File: config.mk
export PLATFORM = sky130hd
export DESIGN_NAME = hdc_home
export DESIGN_NICKNAME = d
export VERILOG_FILES = /design/src/rtl/hdc_pkg.sv /design/src/rtl/hdc_dir_store.sv /design/src/rtl/hdc_first_one.sv /design/src/rtl/hdc_ack_track.sv /design/src/rtl/hdc_home.sv
export SDC_FILE = /design/constraint.sdc
export NUM_CORES = 1
export LEC_CHECK = 0
export BUFFER_PORTS_ARGS = -buffer_cell sky130_fd_sc_hd__buf_4
export CAP_MARGIN = 20
export CORE_MARGIN = 2
export CORE_UTILIZATION = 42
export DETAILED_ROUTE_END_ITERATION = 7
export SLEW_MARGIN = 25
export SYNTH_ARGS = -nofsm -noshare
export SYNTH_HDL_FRONTEND = slang
export SYNTH_SLANG_ARGS = --single-unit
File: constraint.sdc
create_clock -name clk -period 8.1 [get_ports clk]
set_input_delay 1.62 -clock clk [delete_from_list [all_inputs] [get_ports clk]]
set_output_delay 1.62 -clock clk [all_outputs]
set_load 0.02 [all_outputs]
File: src/rtl/hdc_pkg.sv
package hdc_pkg;

    typedef enum logic [1:0] {
        LN_UNC = 2'd0,
        LN_SHR = 2'd1,
        LN_DRT = 2'd2
    } line_st_e;

    typedef enum logic [1:0] {
        REQ_READ = 2'd0,
        REQ_RFO  = 2'd1,
        REQ_WB   = 2'd2
    } req_kind_e;

    typedef enum logic [1:0] {
        RSP_INV_ACK    = 2'd0,
        RSP_OWNER_DATA = 2'd1,
        RSP_XFER_ACK   = 2'd2
    } rsp_kind_e;

    typedef enum logic [2:0] {
        MSG_DATA     = 3'd0,
        MSG_GRANT    = 3'd1,
        MSG_INV      = 3'd2,
        MSG_FWD_READ = 3'd3,
        MSG_FWD_RFO  = 3'd4,
        MSG_RECALL   = 3'd5,
        MSG_WB_ACK   = 3'd6
    } msg_kind_e;

endpackage

File: src/rtl/hdc_dir_store.sv
module hdc_dir_store
    import hdc_pkg::*;
#(
    parameter int NODES = 4,
    parameter int LINES = 16,
    localparam int LW = $clog2(LINES)
) (
    input  logic             clk,
    input  logic             rst_n,
    input  logic [LW-1:0]    rd_line,
    output line_st_e         rd_state,
    output logic [NODES-1:0] rd_pres,
    input  logic [LW-1:0]    chk_line,
    output logic             chk_busy,
    input  logic             wr_en,
    input  logic [LW-1:0]    wr_line,
    input  line_st_e         wr_state,
    input  logic [NODES-1:0] wr_pres,
    input  logic             wr_busy
);

    line_st_e         st_q   [LINES];
    logic [NODES-1:0] pres_q [LINES];
    logic [LINES-1:0] busy_q;

    always_ff @(posedge clk) begin
        if (!rst_n) begin
            for (int i = 0; i < LINES; i++) begin
                st_q[i]   <= LN_UNC;
                pres_q[i] <= '0;
            end
            busy_q <= '0;
        end else if (wr_en) begin
            st_q[wr_line]   <= wr_state;
            pres_q[wr_line] <= wr_pres;
            busy_q[wr_line] <= wr_busy;
        end
    end

    assign rd_state = st_q[rd_line];
    assign rd_pres  = pres_q[rd_line];
    assign chk_busy = busy_q[chk_line];

endmodule

File: src/rtl/hdc_first_one.sv
module hdc_first_one #(
    parameter int NODES = 4,
    localparam int NW = $clog2(NODES)
) (
    input  logic [NODES-1:0] mask,
    output logic [NW-1:0]    idx
);

    always_comb begin
        idx = '0;
        for (int i = NODES - 1; i >= 0; i--) begin
            if (mask[i]) idx = NW'(i);
        end
    end

endmodule

File: src/rtl/hdc_ack_track.sv
module hdc_ack_track #(
    parameter int NODES = 4,
    localparam int NW = $clog2(NODES)
) (
    input  logic             clk,
    input  logic             rst_n,
    input  logic             load,
    input  logic [NODES-1:0] load_mask,
    input  logic [NW:0]      load_cnt,
    input  logic             ack_valid,
    input  logic [NW-1:0]    ack_node,
    output logic [NW:0]      left,
    output logic             done
);

    logic [NODES-1:0] exp_q;
    logic [NW:0]      cnt_q;
    logic             hit;

    assign hit = ack_valid && exp_q[ack_node];

    always_ff @(posedge clk) begin
        if (!rst_n) begin
            exp_q <= '0;
            cnt_q <= '0;
        end else if (load) begin
            exp_q <= load_mask;
            cnt_q <= load_cnt;
        end else if (hit) begin
            exp_q[ack_node] <= 1'b0;
            cnt_q           <= cnt_q - 1'b1;
        end
    end

    assign left = cnt_q;
    assign done = (cnt_q == '0);

endmodule

File: src/rtl/hdc_home.sv
module hdc_home
    import hdc_pkg::*;
#(
    parameter int NODES = 4,
    parameter int LINES = 16,
    localparam int NW = $clog2(NODES),
    localparam int LW = $clog2(LINES)
) (
    input  logic          clk,
    input  logic          rst_n,
    input  logic          req_valid,
    output logic          req_ready,
    input  logic [1:0]    req_kind,
    input  logic [NW-1:0] req_node,
    input  logic [LW-1:0] req_line,
    input  logic          local_valid,
    output logic          local_ready,
    input  logic [LW-1:0] local_line,
    output logic          local_done,
    input  logic          rsp_valid,
    input  logic [1:0]    rsp_kind,
    input  logic [NW-1:0] rsp_node,
    input  logic [LW-1:0] rsp_line,
    output logic          msg_valid,
    output logic [2:0]    msg_kind,
    output logic [NW-1:0] msg_node,
    output logic [NW-1:0] msg_req,
    output logic [LW-1:0] msg_line,
    output logic          nak_valid,
    output logic [NW-1:0] nak_node,
    output logic [LW-1:0] nak_line
);

    typedef enum logic [2:0] {
        ST_IDLE,
        ST_INVAL,
        ST_WAIT_ACK,
        ST_FORWARD,
        ST_WAIT_OWNER,
        ST_FINISH
    } fsm_e;

    fsm_e st_q, st_d;

    // directory access
    logic [LW-1:0]    rd_line;
    line_st_e         rd_state;
    logic [NODES-1:0] rd_pres;
    logic             chk_busy;
    logic             wr_en;
    logic [LW-1:0]    wr_line;
    line_st_e         wr_state;
    logic [NODES-1:0] wr_pres;
    logic             wr_busy;

    // transaction context
    logic [LW-1:0]    cur_line_q;
    logic [NW-1:0]    cur_node_q;
    logic             cur_local_q;
    logic [NW-1:0]    owner_q;
    msg_kind_e        fwd_kind_q;
    rsp_kind_e        wait_kind_q;
    logic [NW-1:0]    wait_node_q;
    logic             fin_msg_q;
    msg_kind_e        fin_kind_q;
    line_st_e         fin_state_q;
    logic [NODES-1:0] fin_pres_q;
    logic [NODES-1:0] pend_q;

    // decision plan
    fsm_e             pl_next;
    logic             pl_fin_msg;
    msg_kind_e        pl_fin_kind;
    line_st_e         pl_fin_state;
    logic [NODES-1:0] pl_fin_pres;
    line_st_e         pl_acc_state;
    logic [NODES-1:0] pl_acc_pres;
    logic [NODES-1:0] pl_targets;
    msg_kind_e        pl_fwd_kind;
    rsp_kind_e        pl_wait_kind;
    logic [NW-1:0]    pl_wait_node;

    logic             idle;
    logic             take_local;
    logic             take_remote;
    logic             take;
    logic             nak_hit;
    logic [NODES-1:0] req_bit;
    logic [NODES-1:0] tgt_mask;
    logic             tgt_any;
    logic [NW-1:0]    owner_idx;
    logic [NW-1:0]    inv_idx;
    logic [NODES-1:0] pend_after;
    logic             ack_in;
    logic [NW:0]      ack_left;
    logic             ack_done;
    logic             owner_rsp;

    assign idle        = (st_q == ST_IDLE);
    assign take_local  = idle && local_valid;
    assign take_remote = idle && !local_valid && req_valid;
    assign take        = take_local || take_remote;
    assign rd_line     = local_valid ? local_line : req_line;

    assign nak_hit     = !idle && req_valid && chk_busy;
    assign req_ready   = (idle && !local_valid) || nak_hit;
    assign local_ready = idle;
    assign nak_valid   = nak_hit;
    assign nak_node    = req_node;
    assign nak_line    = req_line;

    assign req_bit  = {{(NODES-1){1'b0}}, 1'b1} << req_node;
    assign tgt_mask = local_valid ? rd_pres : (rd_pres & ~req_bit);
    assign tgt_any  = |tgt_mask;

    hdc_dir_store #(.NODES(NODES), .LINES(LINES)) store_i (
        .clk      (clk),
        .rst_n    (rst_n),
        .rd_line  (rd_line),
        .rd_state (rd_state),
        .rd_pres  (rd_pres),
        .chk_line (req_line),
        .chk_busy (chk_busy),
        .wr_en    (wr_en),
        .wr_line  (wr_line),
        .wr_state (wr_state),
        .wr_pres  (wr_pres),
        .wr_busy  (wr_busy)
    );

    hdc_first_one #(.NODES(NODES)) owner_pick_i (
        .mask (rd_pres),
        .idx  (owner_idx)
    );

    hdc_first_one #(.NODES(NODES)) inv_pick_i (
        .mask (pend_q),
        .idx  (inv_idx)
    );

    assign pend_after = pend_q & ~({{(NODES-1){1'b0}}, 1'b1} << inv_idx);
    assign ack_in = rsp_valid && (rsp_kind == RSP_INV_ACK) && (rsp_line == cur_line_q)
                    && (st_q == ST_INVAL || st_q == ST_WAIT_ACK);

    hdc_ack_track #(.NODES(NODES)) acks_i (
        .clk       (clk),
        .rst_n     (rst_n),
        .load      (take),
        .load_mask (pl_targets),
        .load_cnt  ((NW+1)'($countones(pl_targets))),
        .ack_valid (ack_in),
        .ack_node  (rsp_node),
        .left      (ack_left),
        .done      (ack_done)
    );

    assign owner_rsp = rsp_valid && (rsp_kind == wait_kind_q) && (rsp_node == wait_node_q)
                       && (rsp_line == cur_line_q);

    // Decision for a request taken in ST_IDLE
    always_comb begin
        pl_next      = ST_FINISH;
        pl_fin_msg   = 1'b0;
        pl_fin_kind  = MSG_DATA;
        pl_fin_state = rd_state;
        pl_fin_pres  = rd_pres;
        pl_acc_state = rd_state;
        pl_acc_pres  = rd_pres;
        pl_targets   = '0;
        pl_fwd_kind  = MSG_FWD_READ;
        pl_wait_kind = RSP_OWNER_DATA;
        pl_wait_node = owner_idx;
        if (local_valid) begin
            pl_fin_state = LN_UNC;
            pl_fin_pres  = '0;
            unique case (rd_state)
                LN_SHR: begin
                    if (tgt_any) begin
                        pl_next    = ST_INVAL;
                        pl_targets = tgt_mask;
                    end
                end
                LN_DRT: begin
                    pl_next     = ST_FORWARD;
                    pl_fwd_kind = MSG_RECALL;
                end
                default: pl_next = ST_FINISH;
            endcase
        end else begin
            unique case (req_kind)
                REQ_RFO: begin
                    pl_fin_state = LN_DRT;
                    pl_fin_pres  = req_bit;
                    if (rd_state == LN_DRT) begin
                        pl_next      = ST_FORWARD;
                        pl_fwd_kind  = MSG_FWD_RFO;
                        pl_acc_state = LN_DRT;
                        pl_acc_pres  = req_bit;
                        pl_wait_kind = RSP_XFER_ACK;
                        pl_wait_node = req_node;
                    end else begin
                        pl_fin_msg  = 1'b1;
                        pl_fin_kind = MSG_GRANT;
                        if (tgt_any) begin
                            pl_next    = ST_INVAL;
                            pl_targets = tgt_mask;
                        end
                    end
                end
                REQ_WB: begin
                    pl_fin_msg  = 1'b1;
                    pl_fin_kind = MSG_WB_ACK;
                    if (rd_state == LN_DRT && rd_pres[req_node]) begin
                        pl_fin_state = LN_UNC;
                        pl_fin_pres  = '0;
                    end
                end
                default: begin
                    pl_fin_state = LN_SHR;
                    pl_fin_pres  = rd_pres | req_bit;
                    if (rd_state == LN_DRT) begin
                        pl_next     = ST_FORWARD;
                        pl_fwd_kind = MSG_FWD_READ;
                    end else begin
                        pl_fin_msg  = 1'b1;
                        pl_fin_kind = MSG_DATA;
                    end
                end
            endcase
        end
    end

    // Next-state logic
    always_comb begin
        st_d = st_q;
        unique case (st_q)
            ST_IDLE:       if (take) st_d = pl_next;
            ST_INVAL:      if (pend_after == '0) st_d = ST_WAIT_ACK;
            ST_WAIT_ACK:   if (ack_done) st_d = ST_FINISH;
            ST_FORWARD:    st_d = ST_WAIT_OWNER;
            ST_WAIT_OWNER: if (owner_rsp) st_d = ST_FINISH;
            ST_FINISH:     st_d = ST_IDLE;
            default:       st_d = ST_IDLE;
        endcase
    end

    // State register
    always_ff @(posedge clk) begin
        if (!rst_n) st_q <= ST_IDLE;
        else        st_q <= st_d;
    end

    // Transaction context
    always_ff @(posedge clk) begin
        if (!rst_n) begin
            cur_line_q  <= '0;
            cur_node_q  <= '0;
            cur_local_q <= 1'b0;
            owner_q     <= '0;
            fwd_kind_q  <= MSG_FWD_READ;
            wait_kind_q <= RSP_OWNER_DATA;
            wait_node_q <= '0;
            fin_msg_q   <= 1'b0;
            fin_kind_q  <= MSG_DATA;
            fin_state_q <= LN_UNC;
            fin_pres_q  <= '0;
            pend_q      <= '0;
        end else if (take) begin
            cur_line_q  <= rd_line;
            cur_node_q  <= req_node;
            cur_local_q <= take_local;
            owner_q     <= owner_idx;
            fwd_kind_q  <= pl_fwd_kind;
            wait_kind_q <= pl_wait_kind;
            wait_node_q <= pl_wait_node;
            fin_msg_q   <= pl_fin_msg;
            fin_kind_q  <= pl_fin_kind;
            fin_state_q <= pl_fin_state;
            fin_pres_q  <= pl_fin_pres;
            pend_q      <= pl_targets;
        end else if (st_q == ST_INVAL) begin
            pend_q <= pend_after;
        end
    end

    // Directory write port
    always_comb begin
        wr_en    = 1'b0;
        wr_line  = cur_line_q;
        wr_state = fin_state_q;
        wr_pres  = fin_pres_q;
        wr_busy  = 1'b0;
        if (take) begin
            wr_en    = 1'b1;
            wr_line  = rd_line;
            wr_state = pl_acc_state;
            wr_pres  = pl_acc_pres;
            wr_busy  = 1'b1;
        end else if (st_q == ST_FINISH) begin
            wr_en = 1'b1;
        end
    end

    // Outputs by state
    always_comb begin
        msg_valid  = 1'b0;
        msg_kind   = MSG_DATA;
        msg_node   = cur_node_q;
        msg_req    = cur_node_q;
        msg_line   = cur_line_q;
        local_done = 1'b0;
        unique case (st_q)
            ST_INVAL: begin
                msg_valid = 1'b1;
                msg_kind  = MSG_INV;
                msg_node  = inv_idx;
            end
            ST_FORWARD: begin
                msg_valid = 1'b1;
                msg_kind  = fwd_kind_q;
                msg_node  = owner_q;
            end
            ST_FINISH: begin
                msg_valid  = fin_msg_q;
                msg_kind   = fin_kind_q;
                local_done = cur_local_q;
            end
            default: ;
        endcase
    end

endmodule

==> run metrics <==
run status finished clean; per-cell routed wire length about 23 µm; starting density of the core a little over two fifths; DIE AREA around 21000 µm²; core outline area just under 20000 µm²; flip-flop cell with the highest count after synthesis edfxtp_1; hold path depth 2; count of distinct cell types in the synthesized netlist 80; cell count after synthesis roughly 820; reg2reg setup slack roughly 4400 ps; r2r endpoint acks_i.left[1]; Syn Nets 852; Final Cycle Share 71.6%; via density per instance just over 6; reported max-cap violation count 0; hold crit path type flop to flop; Reg2Reg Launch Point store_i.st_q[11][0]; total standard cell area after synthesis around 8300 µm²; Arrival @ worst endpoint 6130 ps; final setup fails 0; number of buffers added on ports 46; most common cell after layout, fill and taps aside nand2_1; worst clock skew around 9.4 ps; number of detailed-route iterations in the first pass 6; # hold bufs at CTS 0; cells taking the most area after synthesis edfxtp_1, dfxtp_1, mux2i_1; overall track demand over capacity in global routing between 20% and 30%; via count between 6000 and 7000; Yosys top cell area share around a third; commonest cells after routing, fill and taps aside nand2_1, edfxtp_1, nor2_1; internal power component roughly 0.0016 W; CTS tree built; GRT Residual Overflow 0; filler-free cell count of the finished design about 1100; antenna cells 0; clock transition at the register clock pins on the worst setup and hold paths after CTS 60 ps; final critical delay including setup and external delays 5800 ps; part of the Yosys area used for sequential elements a little under half; total power density per cell area ~270 nW/µm²; nature of the critical path endpoint flop; hold path endpoint fin_msg_q; via count of the first global-routing pass between 6000 and 7000; Switching Share 38.8%; Relative slew margins between 20% and 30%; setup repair after global routing missed its margin no; NetSw between 0.0009 and 0.001 W; Final Wtd Congestion slightly above 0.9; Synth Register Bits 150; number of antenna violations at the first check in global routing 0; classification of the worst setup path primary input to flop; clock group share of total power a little under a third; combinational cell fraction of total power 32.6%; critical path fanouts, max 25; number of levels the H-tree was split into 4; remaining number of nets flagged by the antenna check after routing 0; data required time of the worst path between 8000 and 9000 ps; Top-Level Pins 47; root buffer cell clkbuf_16; Slew Limit Fails 0; Lkg Pwr approximately 3.3 nW; area growth from synthesis to layout 12.3%; number of buffers added for setup after CTS 0; post-detailed-route DRC marker count 0; per-instance average area after synthesis slightly above 10 µm²; First DRT Iteration DRCs 772; number of hold violations in the final report 0; Post-layout nets 865; CTS Buffer Depth 2; transition time at the pin with the least slew margin about 1100 ps; number of buffers created by CTS 17; overall routed net length about 25 mm; area of placed instances between 8000 and 9000 µm²; number of sinks driven by the clock tree 150; Achievable Freq 0.172 GHz; count of warnings emitted by yosys 0; first-pass GRT wire length between 30 and 40 mm; maximum number of pins on one net before global-route repair 63; Hold Startpoint fin_msg_q; number of cells in the design after placement between 1000 and 1500; Register-to-Register Path Depth 11; post-CTS resize count 0; number of fill cells in the layout around 1800; proportion of power drawn by flip-flops and latches 37.4%; crit start category primary input; final design area excluding fillers about 9400 µm²; asr flop ratio synth 0%; Final HPWL DP roughly 18 mm; Die Ht 145 µm; worst voltage drop across the vdd grid between 0.0001 and 0.00015 V; layout cells sized above 1 16.8%; cell accounting for the most synthesized area edfxtp_1; site row count 51; Post-synth EDFFs 96; total negative slack for setup checks 0 ps; sequential standard cell area about 4000 µm²; width of the chip 145 µm; clock network latency to the later pin of the worst-skew pair between 400 and 500 ps; area of combinational cells with multiple inputs roughly 4000 µm²
## cell type report
class	count	area share [%]
Clock inverter	15	1.52
Multi-Input combinational cell	591	42.9
Clock buffer	17	4.54
Sequential cell	150	42.3
Inverter	13	0.521
Tap cell	265	3.54
Timing Repair Buffer	59	4.73
## power groups by stage
stage | sequential (W) | combinational, W | clock [W]
2_1_floorplan | 0.000950 | 0.000559 | 0
3_3_place_gp | 0.000972 | 0.000807 | 0
3_5_place_dp | 0.000975 | 0.000819 | 0
4_1_cts | 0.000959 | 0.000822 | 0.000779
6_report | 0.000960 | 0.000837 | 0.000770
5_1_grt | 0.000969 | 0.000896 | 0.000808
## kinds of logic (layout without fill, tap and decap cells)
| kind of cell | Yosys count | in the layout | share of synthesized area, % |
|---|---|---|---|
| DFF | 150 | 150 | 47.5 |
| buffers and inverters | 78 | 104 | 4.86 |
| muxes | 59 | 59 | 9.27 |
| xor gates and xnor gates | 9 | 9 | 0.944 |
| AOI/OAI and AO/OA | 178 | 178 | 17.3 |
| adders and majority gates | 9 | 9 | 1.41 |
| and+or+nand+nor | 336 | 336 | 18.7 |
## registers in the layout (all words and copies together) (netlist names), 3 cells and up
| register | count |
|---|---|
| store_i.st_q | 32 |
| pend_q | 4 |
| store_i.busy_q | 16 |
| store_i.pres_q | 64 |
| acks_i.exp_q | 4 |
| fin_pres_q | 4 |
| msg_line | 4 |
| acks_i.left | 3 |
| st_q | 3 |
| fwd_kind_q | 3 |
## cell usage after synthesis (9+ instances only)
cell and number:
or3_1 10, and2_1 15, a21oi_1 12, nor2_1 76, edfxtp_1 96, a211oi_1 22
nand3_1 29, mux2i_1 38, a21boi_0 15, nor2b_1 17, a32oi_1 9, a31oi_1 10
dfxtp_1 54, o31ai_1 10, clkbuf_1 38, buf_4 10, buf_6 9, o21ai_0 18
inv_1 12, nor3_1 57, mux4_2 12, nand2_1 101
## worst max-delay path by stage
| stage | to | depth (start not counted) | start |
|---|---|---|---|
| detailed placement | acks_i.left[1] | 13 | local_valid |
| global placement | acks_i.left[1] | 13 | local_valid |
| finish | acks_i.left[1] | 13 | local_valid |
| floorplan | req_ready | 5 | req_line[0] |
| CTS | acks_i.left[1] | 13 | local_valid |
| global route | acks_i.left[1] | 13 | local_valid |
## layer usage
layer	share of wire, %	routed length, µm	vias up	GRT usage (%)
met5	0	0	-	0
li1	-	-	3100	-
met2	48	12200	340	39.0
met4	2.2	567	0	8.27
met3	6.8	1730	35	4.81
met1	43	10800	3443	32.7
## per-stage QoR
stage	hold WS (ps)	power, W	utilization (%)	setup slack, ps
CTS	475	0.00256	48.1	2170
finish	467	0.00257	48.2	2300
floorplan	440	0.00151	-	3230
detailed placement	466	0.00179	45.1	1740
global placement	455	0.00178	45.1	1940
global route	498	0.00267	48.2	2180
## critical path, cell delays in order
cell and delay (ps):
buf_4 340, inv_1 270, o31ai_2 760, a32oi_1 350, o2111a_1 280, nor2_1 670, a31oi_1 340, nor2_1 230
fa_1 430, ha_1 190, ha_1 260, o21ai_0 100, a211oi_1 250
Power figures use the tool's default switching activity.
